--- src/rtl/mulx_pkg.sv ---
package mulx_pkg;

    typedef enum logic [2:0] {
        MD_SS   = 3'd0,
        MD_UU   = 3'd1,
        MD_SLIT = 3'd2,
        MD_US   = 3'd3,
        MD_SU   = 3'd4,
        MD_ULIT = 3'd5,
        MD_BYTE = 3'd6,
        MD_RSVD = 3'd7
    } mul_mode_e;

    typedef enum logic {
        ST_IDLE = 1'b0,
        ST_HELD = 1'b1
    } stage_e;

    typedef struct packed {
        logic a_sgn;
        logic b_sgn;
        logic b_lit;
        logic narrow;
        logic kill;
    } mode_ctl_t;

    function automatic mode_ctl_t decode_mode(input mul_mode_e m);
        mode_ctl_t c;
        c = '0;
        unique case (m)
            MD_SS:   begin c.a_sgn = 1'b1; c.b_sgn = 1'b1; end
            MD_UU:   ;
            MD_SLIT: begin c.a_sgn = 1'b1; c.b_lit = 1'b1; end
            MD_US:   c.b_sgn = 1'b1;
            MD_SU:   c.a_sgn = 1'b1;
            MD_ULIT: c.b_lit = 1'b1;
            MD_BYTE: c.narrow = 1'b1;
            MD_RSVD: c.kill = 1'b1;
        endcase
        return c;
    endfunction

endpackage

--- src/rtl/mulx_opnd_ext.sv ---
module mulx_opnd_ext
    import mulx_pkg::*;
#(
    parameter int W        = 16,
    parameter int LIT_W    = 5,
    parameter int NARROW_W = 8
) (
    input  logic [W-1:0]     opa_i,
    input  logic [W-1:0]     opb_i,
    input  logic [LIT_W-1:0] lit_i,
    input  mode_ctl_t        ctl_i,
    output logic signed [W:0] a_x_o,
    output logic signed [W:0] b_x_o
);
    localparam int PAD_N = W - NARROW_W;
    localparam int PAD_L = W - LIT_W;

    logic [W-1:0] a_sel;
    logic [W-1:0] b_sel;

    always_comb begin
        if (ctl_i.narrow) begin
            a_sel = {{PAD_N{1'b0}}, opa_i[NARROW_W-1:0]};
            b_sel = {{PAD_N{1'b0}}, opb_i[NARROW_W-1:0]};
        end else if (ctl_i.b_lit) begin
            a_sel = opa_i;
            b_sel = {{PAD_L{1'b0}}, lit_i};
        end else begin
            a_sel = opa_i;
            b_sel = opb_i;
        end
    end

    // The 17th bit decides how the signed core reads each operand.
    assign a_x_o = {ctl_i.a_sgn & a_sel[W-1], a_sel};
    assign b_x_o = {ctl_i.b_sgn & b_sel[W-1], b_sel};

endmodule

--- src/rtl/mulx_core.sv ---
module mulx_core #(
    parameter int CW    = 17,
    parameter int OUT_W = 32
) (
    input  logic signed [CW-1:0] a_i,
    input  logic signed [CW-1:0] b_i,
    output logic [OUT_W-1:0]     p_o
);
    // Signed array; only the low OUT_W bits of the full product are kept.
    logic signed [OUT_W-1:0] a_w;
    logic signed [OUT_W-1:0] b_w;

    assign a_w = OUT_W'(a_i);
    assign b_w = OUT_W'(b_i);
    assign p_o = a_w * b_w;

endmodule

--- src/rtl/mulx_unit.sv ---
module mulx_unit
    import mulx_pkg::*;
#(
    parameter int W        = 16,
    parameter int LIT_W    = 5,
    parameter int NARROW_W = 8,
    parameter int LATENCY  = 1,
    localparam int CW      = W + 1,
    localparam int PW      = 2 * W
) (
    input  logic             clk_i,
    input  logic             rst_i,
    input  logic             start_i,
    input  logic [2:0]       mode_i,
    input  logic [W-1:0]     opa_i,
    input  logic [W-1:0]     opb_i,
    input  logic [LIT_W-1:0] lit_i,
    output logic [PW-1:0]    prod_o,
    output logic             valid_o
);
    mode_ctl_t        ctl;
    logic signed [W:0] a_x;
    logic signed [W:0] b_x;
    logic [PW-1:0]    core_p;
    logic [PW-1:0]    prod_c;

    assign ctl = decode_mode(mul_mode_e'(mode_i));

    mulx_opnd_ext #(
        .W(W), .LIT_W(LIT_W), .NARROW_W(NARROW_W)
    ) u_ext (
        .opa_i(opa_i),
        .opb_i(opb_i),
        .lit_i(lit_i),
        .ctl_i(ctl),
        .a_x_o(a_x),
        .b_x_o(b_x)
    );

    mulx_core #(
        .CW(CW), .OUT_W(PW)
    ) u_core (
        .a_i(a_x),
        .b_i(b_x),
        .p_o(core_p)
    );

    assign prod_c = ctl.kill ? '0 : core_p;

    generate
        if (LATENCY == 1) begin : g_reg
            stage_e        st_q;
            stage_e        st_d;
            logic [PW-1:0] prod_q;

            always_comb begin
                st_d = st_q;
                unique case (st_q)
                    ST_IDLE: if (start_i)  st_d = ST_HELD;
                    ST_HELD: if (!start_i) st_d = ST_IDLE;
                endcase
            end

            always_ff @(posedge clk_i) begin
                if (rst_i) st_q <= ST_IDLE;
                else       st_q <= st_d;
            end

            always_ff @(posedge clk_i) begin
                if (rst_i)        prod_q <= '0;
                else if (start_i) prod_q <= prod_c;
            end

            assign prod_o  = prod_q;
            assign valid_o = (st_q == ST_HELD);
        end else begin : g_comb
            assign prod_o  = prod_c;
            assign valid_o = start_i;
        end
    endgenerate

endmodule

--- config.mk ---
export PLATFORM = sky130hd
export DESIGN_NAME = mulx_unit
export DESIGN_NICKNAME = d
export VERILOG_FILES = /design/src/rtl/mulx_pkg.sv /design/src/rtl/mulx_opnd_ext.sv /design/src/rtl/mulx_core.sv /design/src/rtl/mulx_unit.sv
export SDC_FILE = /design/constraint.sdc
export NUM_CORES = 1
export LEC_CHECK = 0
export BUFFER_PORTS_ARGS = -buffer_cell sky130_fd_sc_hd__clkbuf_2
export CAP_MARGIN = 20
export CORE_MARGIN = 2
export CORE_UTILIZATION = 65
export CTS_CLUSTER_SIZE = 16
export DETAILED_ROUTE_END_ITERATION = 8
export HOLD_SLACK_MARGIN = 0.08
export PLACE_DENSITY = 0.87
export SYNTH_ARGS = -nofsm -noshare
export SYNTH_HDL_FRONTEND = slang
export SYNTH_SLANG_ARGS = --single-unit
--- constraint.sdc ---
create_clock -name clk_i -period 12.3 [get_ports clk_i]
set_input_delay 0.615 -clock clk_i [delete_from_list [all_inputs] [get_ports clk_i]]
set_output_delay 0.615 -clock clk_i [all_outputs]
set_load 0.1 [all_outputs]
==> results_dict.tcl <==
set metrics [dict create \
    post_cts_buffers 0 \
    worstHoldEndpoint "prod_o[20]" \
    synth_edf_count 0 \
    ys_warn_count 0 \
    grt_start_max_net_pins 39 \
    critPathTopFamily "adder cells" \
    postCtsHoldBufs 0 \
    die-area_um2 19400 \
    cts_buffers 5 \
    crit_path_max_fanout 17 \
    synth_fa_ha_area_share_pct 55.9 \
    crit_slowest_cell "fa_1" \
    hold_depth 2 \
    drv_cap 0 \
    r2r-start "prod_o[2]" \
    syn_avg_cell_area_um2 8.97 \
    seq_area_frac_synth_pct 5.54 \
    clk_pin_slew_ps 50 \
    tightest_slew_ps 1100 \
    final.setup.tns_ps 0 \
    hold_class "reg -> reg" \
    final_cell_mix "316 x inv_1, 282 x fa_1, 167 x nand2_1" \
    slowest_delay_ps 710 \
    worstPathArrival_ps 7710 \
    post_cts_resized 0 \
    ys_ff_latch 33 \
    htree_levels 2 \
    clock.fmax_ghz 0.133 \
    crit_type "in -> reg" \
    final_net_count 1762 \
    core_area_um2 18000 \
    final.min_clock_period_ps 7540 \
    fin_util_pct 69.5 \
    io_pins 76 \
    relSlewSlack_pct 26.6 \
    area_growth_syn_to_layout_pct 4.65 \
    routabilityCongestion 0.976 \
    muxShareOfSynthArea_pct 0.881 \
    synth_simple_gate_area_share_pct 16.4 \
    ff2ff_path_depth 2 \
    drt_first_iter_violations 680 \
    antenna_cells 0 \
    routed_via_density 5.90 \
    drt_pass1_iterations 5 \
    worst-path-buf-inv 6 \
    ant_nets 0 \
    dpl.hpwl_um 25200 \
    port_buffers 75 \
    hold_violations 0 \
    clkLatencyLatePin_ps 270 \
    drt_wl_total_um 30600 \
    min_from "prod_o[20]" \
    rows 49 \
    synth_compound_area_share_pct 5.99 \
    cts.sinks 33 \
    status "finished, final reports clean" \
    synth_xor_xnor_area_share_pct 2.92 \
    synth-async-reset-ratio_pct 0 \
    antenna_found_initial 0 \
    rsz0062_at_grt "no" \
    ys.flop_type "dfxtp_1" \
    wl_per_cell_um 19.3 \
    fin_crit_sh_pct 61.3 \
    root_buffer "clkbuf_16" \
    fp.dieH_um 139 \
    clk_path_buf_depth 2 \
    die_width_um 139 \
    critPathLaunchType "primary input" \
    synth_top_family_by_area "adder cells" \
    drv_slew 0 \
    cpMostUsedCell "fa_1" \
    worstReg2RegEnd "prod_o[2]" \
    ys_types 56 \
    grt_pass1_vias 10300 \
    r2r_slack_ps 11550 \
    grt_pass1_wl_um 50600 \
    vias 9348 \
    setup_viol 0 \
    netlist_instances 1330 \
    hold_ws_ps 452 \
    drive_gt1_share_pct 8.19 \
    clock_skew_ps 0 \
    cts_tree "yes" \
    synth_fp_nets 1737 \
    syn_area_um2 11900 \
    cp-end-kind "flop" \
    final_common_cell "inv_1" \
    grt_usage_pct 33.1 \
    grt-ovfl-total 0 \
    drc_errors 0 \
    critPathRequiredTime_ps 12470 \
    start_util_pct 66.4 \
]
==> layer usage <==
metal  GRT usage, %  share of wire (%)  wire length (um)  up-vias
met4           14.6                5.4              1660        0
met5              0                  0                 0        -
met1           40.3                 35             10700     4739
met3           4.99                8.4              2570      117
met2           58.6                 51             15600      494
li1               -                  -                 -     3998
==> worst max path at each step <==
| stage | startpoint | endpoint | slack (ps) | depth (start not counted) |
|---|---|---|---|---|
| after floorplan | mode_i[2] | prod_o[29] | 4980 | 28 |
| after global routing | mode_i[0] | prod_o[29] | 4500 | 25 |
| after detailed placement | mode_i[0] | prod_o[29] | 4550 | 25 |
| after CTS | mode_i[0] | prod_o[29] | 4810 | 25 |
| after global placement | mode_i[0] | prod_o[29] | 4710 | 25 |
| final | mode_i[0] | prod_o[29] | 4760 | 25 |
==> Yosys cell counts, types with 2 or more instances <==
master / count / area share [%]
o21ai_2: 3 / 0.22
o21ai_0: 17 / 0.71
o21bai_1: 4 / 0.25
nor4_1: 3 / 0.16
o211a_1: 2 / 0.17
o211ai_1: 4 / 0.25
ha_1: 82 / 8.6
and2_1: 73 / 3.8
a21oi_1: 17 / 0.71
dfxtp_1: 33 / 5.5
clkbuf_1: 49 / 1.5
or4_1: 2 / 0.13
a21o_1: 16 / 1.0
nand3b_1: 3 / 0.19
and3_1: 31 / 1.6
fa_1: 282 / 47
xor2_1: 9 / 0.66
or2_2: 5 / 0.26
o21ai_1: 2 / 0.084
a211oi_1: 6 / 0.38
nor2_1: 75 / 2.4
nand3_1: 7 / 0.29
xnor2_2: 2 / 0.27
buf_2: 3 / 0.13
buf_6: 4 / 0.38
a31oi_1: 3 / 0.16
or3b_1: 2 / 0.15
nand2_1: 167 / 5.3
xnor2_1: 27 / 2.0
nand2b_1: 2 / 0.10
inv_1: 316 / 9.9
nor3_1: 7 / 0.29
a32o_1: 2 / 0.17
a22oi_1: 20 / 1.3
buf_4: 2 / 0.13
mux2_4: 3 / 0.38
mux2i_1: 6 / 0.50
nor2b_1: 18 / 0.94
and2_4: 3 / 0.22
nand4_1: 2 / 0.10
==> cells by family (layout without fill, tap and decap cells) <==
family / count (synthesis) / count (layout)
AOI/OAI and AO/OA: 103 / 103
xor gates and xnor gates: 38 / 38
adders and majority gates: 364 / 364
buffers and inverters: 376 / 402
DFF: 33 / 33
muxes: 9 / 9
and+or+nand+nor: 407 / 407
==> sequential cells by signal (all words and copies together), names as in the netlist <==
name     flops
prod_o      32
valid_o      1
==> worst register-to-register path, delay by kind of cell (launching register included) <==
kind / cells / cell delay [ps]
AOI/OAI and AO/OA: 1 / 240
DFF: 1 / 330
and+or+nand+nor: 1 / 60
==> through the flow <==
step | instance area (um^2) | std cells | setup slack, ps
floorplan | 11900 | 1330 | 4980
global placement | 12300 | 1577 | 4710
detailed placement | 12300 | 1577 | 4550
CTS | 12500 | 1585 | 4810
global route | 12500 | 1585 | 4500
finish | 12500 | 1585 | 4760
==> area by class of cell <==
type,count,area [um^2]
clock buffer,5,125
clock inverter,3,17.5
fill,1302,5480
inverter,316,1190
multi-input combinational,921,9810
sequential,33,661
tap,229,287
timing repair buffer,78,398
Power is left out: the tool's default activity adds up to more than one toggle a clock period on the data nets, which glitch-free logic cannot reach.
